[config.mk]
export PLATFORM = sky130hd
export DESIGN_NAME = i2c_mrx_engine
export DESIGN_NICKNAME = d
export VERILOG_FILES = /design/src/rtl/i2c_mrx_pkg.sv /design/src/rtl/i2c_mrx_tick.sv /design/src/rtl/i2c_mrx_shift.sv /design/src/rtl/i2c_mrx_engine.sv
export SDC_FILE = /design/constraint.sdc
export NUM_CORES = 1
export LEC_CHECK = 0
export CAP_MARGIN = 20
export CORE_MARGIN = 1
export CORE_UTILIZATION = 40
export CTS_BUF_LIST = sky130_fd_sc_hd__clkbuf_8
export DETAILED_ROUTE_END_ITERATION = 8
export GPL_TIMING_DRIVEN = 0
export HOLD_SLACK_MARGIN = 0.08
export PLACE_DENSITY_LB_ADDON = 0.25
export SLEW_MARGIN = 20
export SYNTH_ARGS = -nofsm -noshare
export SYNTH_HDL_FRONTEND = slang
export SYNTH_HIERARCHICAL = 1
export SYNTH_SLANG_ARGS = --single-unit
[constraint.sdc]
create_clock -name clk -period 1.8 [get_ports clk]
set_clock_uncertainty 0.05 [all_clocks]
set_input_delay 0.36 -clock clk [delete_from_list [all_inputs] [get_ports clk]]
set_output_delay 0.36 -clock clk [all_outputs]
set_load 0.005 [all_outputs]
[src/rtl/i2c_mrx_pkg.sv]
package i2c_mrx_pkg;
  localparam int BYTE_W = 8;
  localparam int FRAME_BITS = BYTE_W + 1;

  typedef enum logic [2:0] {
    ST_IDLE, ST_START, ST_BITS, ST_HOLD, ST_STOP, ST_LOST
  } eng_st_t;

  localparam logic [7:0] CODE_START   = 8'h08;
  localparam logic [7:0] CODE_RSTART  = 8'h10;
  localparam logic [7:0] CODE_AW_ACK  = 8'h18;
  localparam logic [7:0] CODE_AW_NACK = 8'h20;
  localparam logic [7:0] CODE_ARB     = 8'h38;
  localparam logic [7:0] CODE_AR_ACK  = 8'h40;
  localparam logic [7:0] CODE_AR_NACK = 8'h48;
  localparam logic [7:0] CODE_RX_ACK  = 8'h50;
  localparam logic [7:0] CODE_RX_NACK = 8'h58;
  localparam logic [7:0] CODE_NONE    = 8'hF8;
endpackage

[src/rtl/i2c_mrx_tick.sv]
module i2c_mrx_tick #(
  parameter int DIV = 8
) (
  input  logic clk,
  input  logic rst_n,
  output logic tick
);
  localparam int CW = (DIV > 1) ? $clog2(DIV) : 1;
  logic [CW-1:0] cnt;

  always_ff @(posedge clk) begin
    if (!rst_n) begin
      cnt  <= '0;
      tick <= 1'b0;
    end else if (cnt == CW'(DIV - 1)) begin
      cnt  <= '0;
      tick <= 1'b1;
    end else begin
      cnt  <= cnt + 1'b1;
      tick <= 1'b0;
    end
  end
endmodule

[src/rtl/i2c_mrx_shift.sv]
module i2c_mrx_shift #(
  parameter int W = 8
) (
  input  logic         clk,
  input  logic         rst_n,
  input  logic         load,
  input  logic [W-1:0] ld_val,
  input  logic         shift,
  input  logic         sin,
  output logic [W-1:0] q
);
  always_ff @(posedge clk) begin
    if (!rst_n)     q <= '0;
    else if (load)  q <= ld_val;
    else if (shift) q <= {q[W-2:0], sin};
  end
endmodule

[src/rtl/i2c_mrx_engine.sv]
module i2c_mrx_engine
  import i2c_mrx_pkg::*;
#(
  parameter int DIV = 8
) (
  input  logic       clk,
  input  logic       rst_n,
  input  logic       ctl_we,
  input  logic       ctl_start,
  input  logic       ctl_stop,
  input  logic       ctl_ack,
  input  logic       ctl_flag_clr,
  input  logic       dat_we,
  input  logic [7:0] dat_wdata,
  output logic [7:0] dat_rdata,
  output logic       irq,
  output logic [7:0] status,
  input  logic       scl_i,
  input  logic       sda_i,
  output logic       scl_oe,
  output logic       sda_oe
);
  localparam int BN_W = $clog2(FRAME_BITS + 1);
  localparam logic [BN_W-1:0] ACK_SLOT = BN_W'(BYTE_W);

  eng_st_t           st;
  logic [1:0]        ph;
  logic [BN_W-1:0]   bitn;
  logic              rx_kind, rd_bit, rep, ack_seen;
  logic              sta_r, sto_r, aa_r;
  logic [7:0]        code, txb, rxb;
  logic              tick, sh_load, sh_shift;
  logic [BYTE_W-1:0] sh_q;
  logic              drv_low, released, lost;

  i2c_mrx_tick #(.DIV(DIV)) u_tick (.clk(clk), .rst_n(rst_n), .tick(tick));

  i2c_mrx_shift #(.W(BYTE_W)) u_shift (
    .clk(clk), .rst_n(rst_n), .load(sh_load), .ld_val(txb),
    .shift(sh_shift), .sin(sda_i), .q(sh_q)
  );

  always_comb begin
    sh_load  = tick && (st == ST_HOLD) && !irq &&
               ((code == CODE_START) || (code == CODE_RSTART));
    sh_shift = tick && (st == ST_BITS) && (ph == 2'd2) && (bitn < ACK_SLOT);
    if (rx_kind) drv_low = (bitn == ACK_SLOT) ? aa_r : 1'b0;
    else         drv_low = (bitn == ACK_SLOT) ? 1'b0 : !sh_q[BYTE_W-1];
    if (rx_kind) released = (bitn == ACK_SLOT) && !aa_r;
    else         released = (bitn < ACK_SLOT) && sh_q[BYTE_W-1];
    lost = released && !sda_i;
  end

  always_ff @(posedge clk) begin
    if (!rst_n) begin
      st <= ST_IDLE; ph <= '0; bitn <= '0;
      rx_kind <= 1'b0; rd_bit <= 1'b0; rep <= 1'b0; ack_seen <= 1'b0;
      sta_r <= 1'b0; sto_r <= 1'b0; aa_r <= 1'b0;
      code <= CODE_NONE; txb <= '0; rxb <= '0;
      irq <= 1'b0; scl_oe <= 1'b0; sda_oe <= 1'b0;
    end else begin
      if (dat_we) txb <= dat_wdata;
      if (ctl_we) begin
        sta_r <= ctl_start;
        sto_r <= ctl_stop;
        aa_r  <= ctl_ack;
        if (ctl_flag_clr) irq <= 1'b0;
      end
      if (tick) begin
        ph <= ph + 2'd1;
        unique case (st)
          ST_IDLE: begin
            ph <= '0; scl_oe <= 1'b0; sda_oe <= 1'b0;
            if (sta_r && !irq && scl_i && sda_i) begin
              st <= ST_START; rep <= 1'b0;
            end
          end
          ST_START: begin
            case (ph)
              2'd0: sda_oe <= 1'b0;
              2'd1: scl_oe <= 1'b0;
              2'd2: sda_oe <= 1'b1;
              2'd3: begin
                scl_oe <= 1'b1; sta_r <= 1'b0; irq <= 1'b1;
                code <= rep ? CODE_RSTART : CODE_START;
                st <= ST_HOLD;
              end
            endcase
          end
          ST_HOLD: begin
            ph <= '0;
            if (!irq) begin
              bitn <= '0;
              if ((code == CODE_START) || (code == CODE_RSTART)) begin
                st <= ST_BITS; rx_kind <= 1'b0; rd_bit <= txb[0];
              end else if ((code == CODE_AR_ACK) || (code == CODE_RX_ACK)) begin
                st <= ST_BITS; rx_kind <= 1'b1;
              end else if (sta_r && !sto_r) begin
                st <= ST_START; rep <= 1'b1;
              end else begin
                st <= ST_STOP;
              end
            end
          end
          ST_BITS: begin
            case (ph)
              2'd0: sda_oe <= drv_low;
              2'd1: scl_oe <= 1'b0;
              2'd2: begin
                if (lost) begin
                  st <= ST_LOST; sda_oe <= 1'b0; scl_oe <= 1'b0;
                  irq <= 1'b1; code <= CODE_ARB; ph <= '0;
                end else if (bitn == ACK_SLOT) begin
                  ack_seen <= !sda_i;
                end
              end
              2'd3: begin
                scl_oe <= 1'b1;
                if (bitn == ACK_SLOT) begin
                  st <= ST_HOLD; irq <= 1'b1;
                  if (rx_kind) begin
                    rxb  <= sh_q;
                    code <= aa_r ? CODE_RX_ACK : CODE_RX_NACK;
                  end else if (rd_bit) begin
                    code <= ack_seen ? CODE_AR_ACK : CODE_AR_NACK;
                  end else begin
                    code <= ack_seen ? CODE_AW_ACK : CODE_AW_NACK;
                  end
                end else begin
                  bitn <= bitn + 1'b1;
                end
              end
            endcase
          end
          ST_STOP: begin
            case (ph)
              2'd0: sda_oe <= 1'b1;
              2'd1: scl_oe <= 1'b0;
              2'd2: sda_oe <= 1'b0;
              2'd3: begin sto_r <= 1'b0; st <= ST_IDLE; end
            endcase
          end
          ST_LOST: begin
            ph <= '0;
            if (!irq) st <= ST_IDLE;
          end
          default: st <= ST_IDLE;
        endcase
      end
    end
  end

  assign dat_rdata = rxb;
  assign status    = irq ? code : CODE_NONE;

  AST_HOLD_SCL_LOW: assert property (@(posedge clk) disable iff (!rst_n)
    (irq && status != CODE_ARB) |-> scl_oe);
  AST_ARB_RELEASE: assert property (@(posedge clk) disable iff (!rst_n)
    (irq && status == CODE_ARB) |-> (!scl_oe && !sda_oe));
  AST_RX_STABLE: assert property (@(posedge clk) disable iff (!rst_n)
    irq |=> (!irq || $stable(dat_rdata)));
  AST_IDLE_FREE: assert property (@(posedge clk) disable iff (!rst_n)
    (st == ST_IDLE) |-> (!scl_oe && !sda_oe));
  AST_START_BUS_FREE: assert property (@(posedge clk) disable iff (!rst_n)
    ($past(st) == ST_IDLE && st == ST_START) |-> $past(scl_i && sda_i));
endmodule

==> results_dict.tcl <==
set metrics [dict create \
    run_status "finished, final reports clean" \
    fillCellCount 613 \
    place_hpwl_um 4650 \
    cts_tree "done" \
    ys_seq_area_share_pct 36.1 \
    grt_util_all_layers_pct 18.8 \
    grt_pass1_wl_um 11000 \
    die_w_um 86.9 \
    multi_input_area_um2 1840 \
    vias 2465 \
    cp_max_fo 4 \
    cts_sinks 52 \
    setup_violations 0 \
    r2r_end "u_shift/q[1]" \
    grt_max_degree 17 \
    timing.final.crit_share_pct 99.7 \
    die_h_um 86.9 \
    final_cell_mix "40 x dfxtp_1, 31 x clkdlybuf4s50_1, 30 x nor2_1" \
    core_area_um2 6870 \
    drive_gt1_share_pct 26.8 \
    synth.area.top_cells "dfxtp_1 36%, mux2i_1 7.3%, ha_1 4.3%" \
    start_kind "flop" \
    routed_via_density 5.21 \
    ys_ff_latch 52 \
    yosysWarningCount 6 \
    crit_end "u_shift/q[1]" \
    cts_buffers 5 \
    dpl_worst_slack_ps -530 \
    io_pins 37 \
    clock_latency_ps 310 \
    grt_pass1_vias 2285 \
    first_iter_violations 123 \
    hold_path_class "reg2reg" \
    routed_wl_um 6860 \
    p_total_w 0.00212 \
    synthFlopType "dfxtp_1" \
    max_freq_mhz 557 \
    diodes 0 \
    syn_inst 314 \
    dpl_cell_area_um2 3370 \
    arrival_ps 1950 \
    die-area_um2 7560 \
    clock_path_buffers 2 \
    worstPathRequired_ps 1960 \
    worstSetupEndpointType "flop" \
    synth.distinct_cells 62 \
    area_growth_pct 32.9 \
    drcViolationCount 0 \
    htreeDepth 2 \
    avgSynthCellArea_um2 9.19 \
    start_util_pct 42.0 \
    leakagePower_nw 1.71 \
    slew_viol_final 0 \
    antenna_found_initial 0 \
    crit_path_start "st[0]" \
    wire_per_inst_um 14.5 \
    nets 404 \
    worst_pin_slew_ps 552 \
    final_area_um2 3830 \
    slew_headroom_pct 63.2 \
    rsz0062_at_grt "yes" \
    drt_pre_antenna_iters 4 \
    path_class "reg2reg" \
    ir_drop_v 0.000309 \
    r2r_cells 7 \
    setup_ws_ps 5.56 \
    period_needed_ps 1790 \
    powerDensity_nw_per_um2 552 \
    r2r_slack_ps 6 \
    final_common_cell "dfxtp_1" \
    place.gp.congestion 0.818 \
    clk_pin_slew_worst_paths_ps 100 \
    synthArstFlopShare_pct 0 \
    hold_buffers 0 \
    cts_root_buffer "clkbuf_8" \
    overflow 0 \
    hold_viol_final 0 \
    numPortBuffers 32 \
    yosys.area.top_type_share_pct 36.1 \
    synth_edf_count 0 \
    netlist_area_um2 2890 \
    antenna_left 0 \
    synth_area_leader_cell "dfxtp_1" \
    fin_hold_ws_ps 395 \
    register_area_um2 1060 \
    drv_cap 0 \
    rows 30 \
    reg2reg_from "st[0]" \
]
-- worst min-delay path by stage --
stage | from | to | depth (start not counted)
2_1_floorplan | u_tick/cnt[0] | u_tick/cnt[0] | 1
3_3_place_gp | u_tick/cnt[0] | u_tick/cnt[0] | 1
3_5_place_dp | u_tick/cnt[0] | u_tick/cnt[0] | 1
6_report | u_tick/cnt[0] | u_tick/cnt[0] | 1
5_1_grt | u_tick/cnt[0] | u_tick/cnt[0] | 1
4_1_cts | u_tick/cnt[0] | u_tick/cnt[0] | 1
-- critical path, cell delays in order, from the launching register on --
cell and delay, ps:
dfxtp_2 350, buf_6 120, nand2_4 50, or3_4 350
nor3_4 240, buf_4 170, or2b_1 230, o211a_1 120
-- layout make-up --
cell class,instances,area share [%]
clock inverters,3,1.11
inverters,13,1.34
well taps,96,3.13
multi-input cells,229,47.9
flip-flops and latches,52,27.7
clock buffers,5,1.80
repair buffers,58,13.9
plain buffers,17,3.04
-- power by group --
part | internal [W] | leakage [nW] | switching (W)
clock | 0.000415 | 0.0599 | 0.000406
sequential | 0.00117 | 0.428 | 0.0000108
combinational | 0.0000648 | 1.22 | 0.0000553
-- per-stage QoR --
step | utilization [%] | setup TNS, ps | instances
final | 55.8 | 0 | 473
after global routing | 55.8 | -279 | 473
after CTS | 52.7 | -657 | 461
after detailed placement | 49.1 | -16180 | 444
after global placement | 49.1 | -15560 | 444
after floorplan | - | -36.9 | 316
-- what timing repair did --
item	in CTS	in global routing
resized for setup	23	43
pin swaps	6	16
endpoints found under the setup margin	48	45
buffers inserted	11	16
-- kinds of logic after synthesis --
group | synth area share, %
AO/OA/AOI/OAI | 15.8
XOR/XNOR | 1.52
adder cells (fa/ha/maj) | 4.73
buffers and inverters | 5.85
flip-flops | 36.1
multiplexers | 11.4
other | 0.130
AND/OR/NAND/NOR | 24.5
-- sequential cells by signal, indices dropped and copies added, names as in the netlist, 2 cells and up --
register and count:
u_tick/cnt 3, txb 8, code 5, bitn 4, ph 2, u_shift/q 8
dat_rdata 8, st 3
-- cell usage after synthesis, types with 3 or more instances --
library cell  number
or3_1              4
xor2_1             3
nand2b_1          13
buf_2              5
nor3_1             6
inv_1             13
o211a_1            9
buf_4              4
ha_1              10
a21oi_1           12
nor2_1            33
nand2_1           20
o211ai_1           7
and3b_1            3
and3_1             6
clkbuf_1           7
nor2b_1            5
or2b_1             9
mux2i_1           21
dfxtp_1           52
o21ai_0            9
mux2_4             8
nand3_1            5
buf_1              3
-- routing by layer --
| layer | vias up | global-route usage (%) | routed length, um |
|---|---|---|---|
| met5 | - | 0 | 0 |
| met3 | 14 | 4.27 | 352 |
| met2 | 68 | 31.9 | 3270 |
| li1 | 1228 | - | - |
| met1 | 1155 | 23.5 | 3110 |
| met4 | 0 | 5.91 | 129 |
Note: power is estimated with default switching activity, not from simulation.
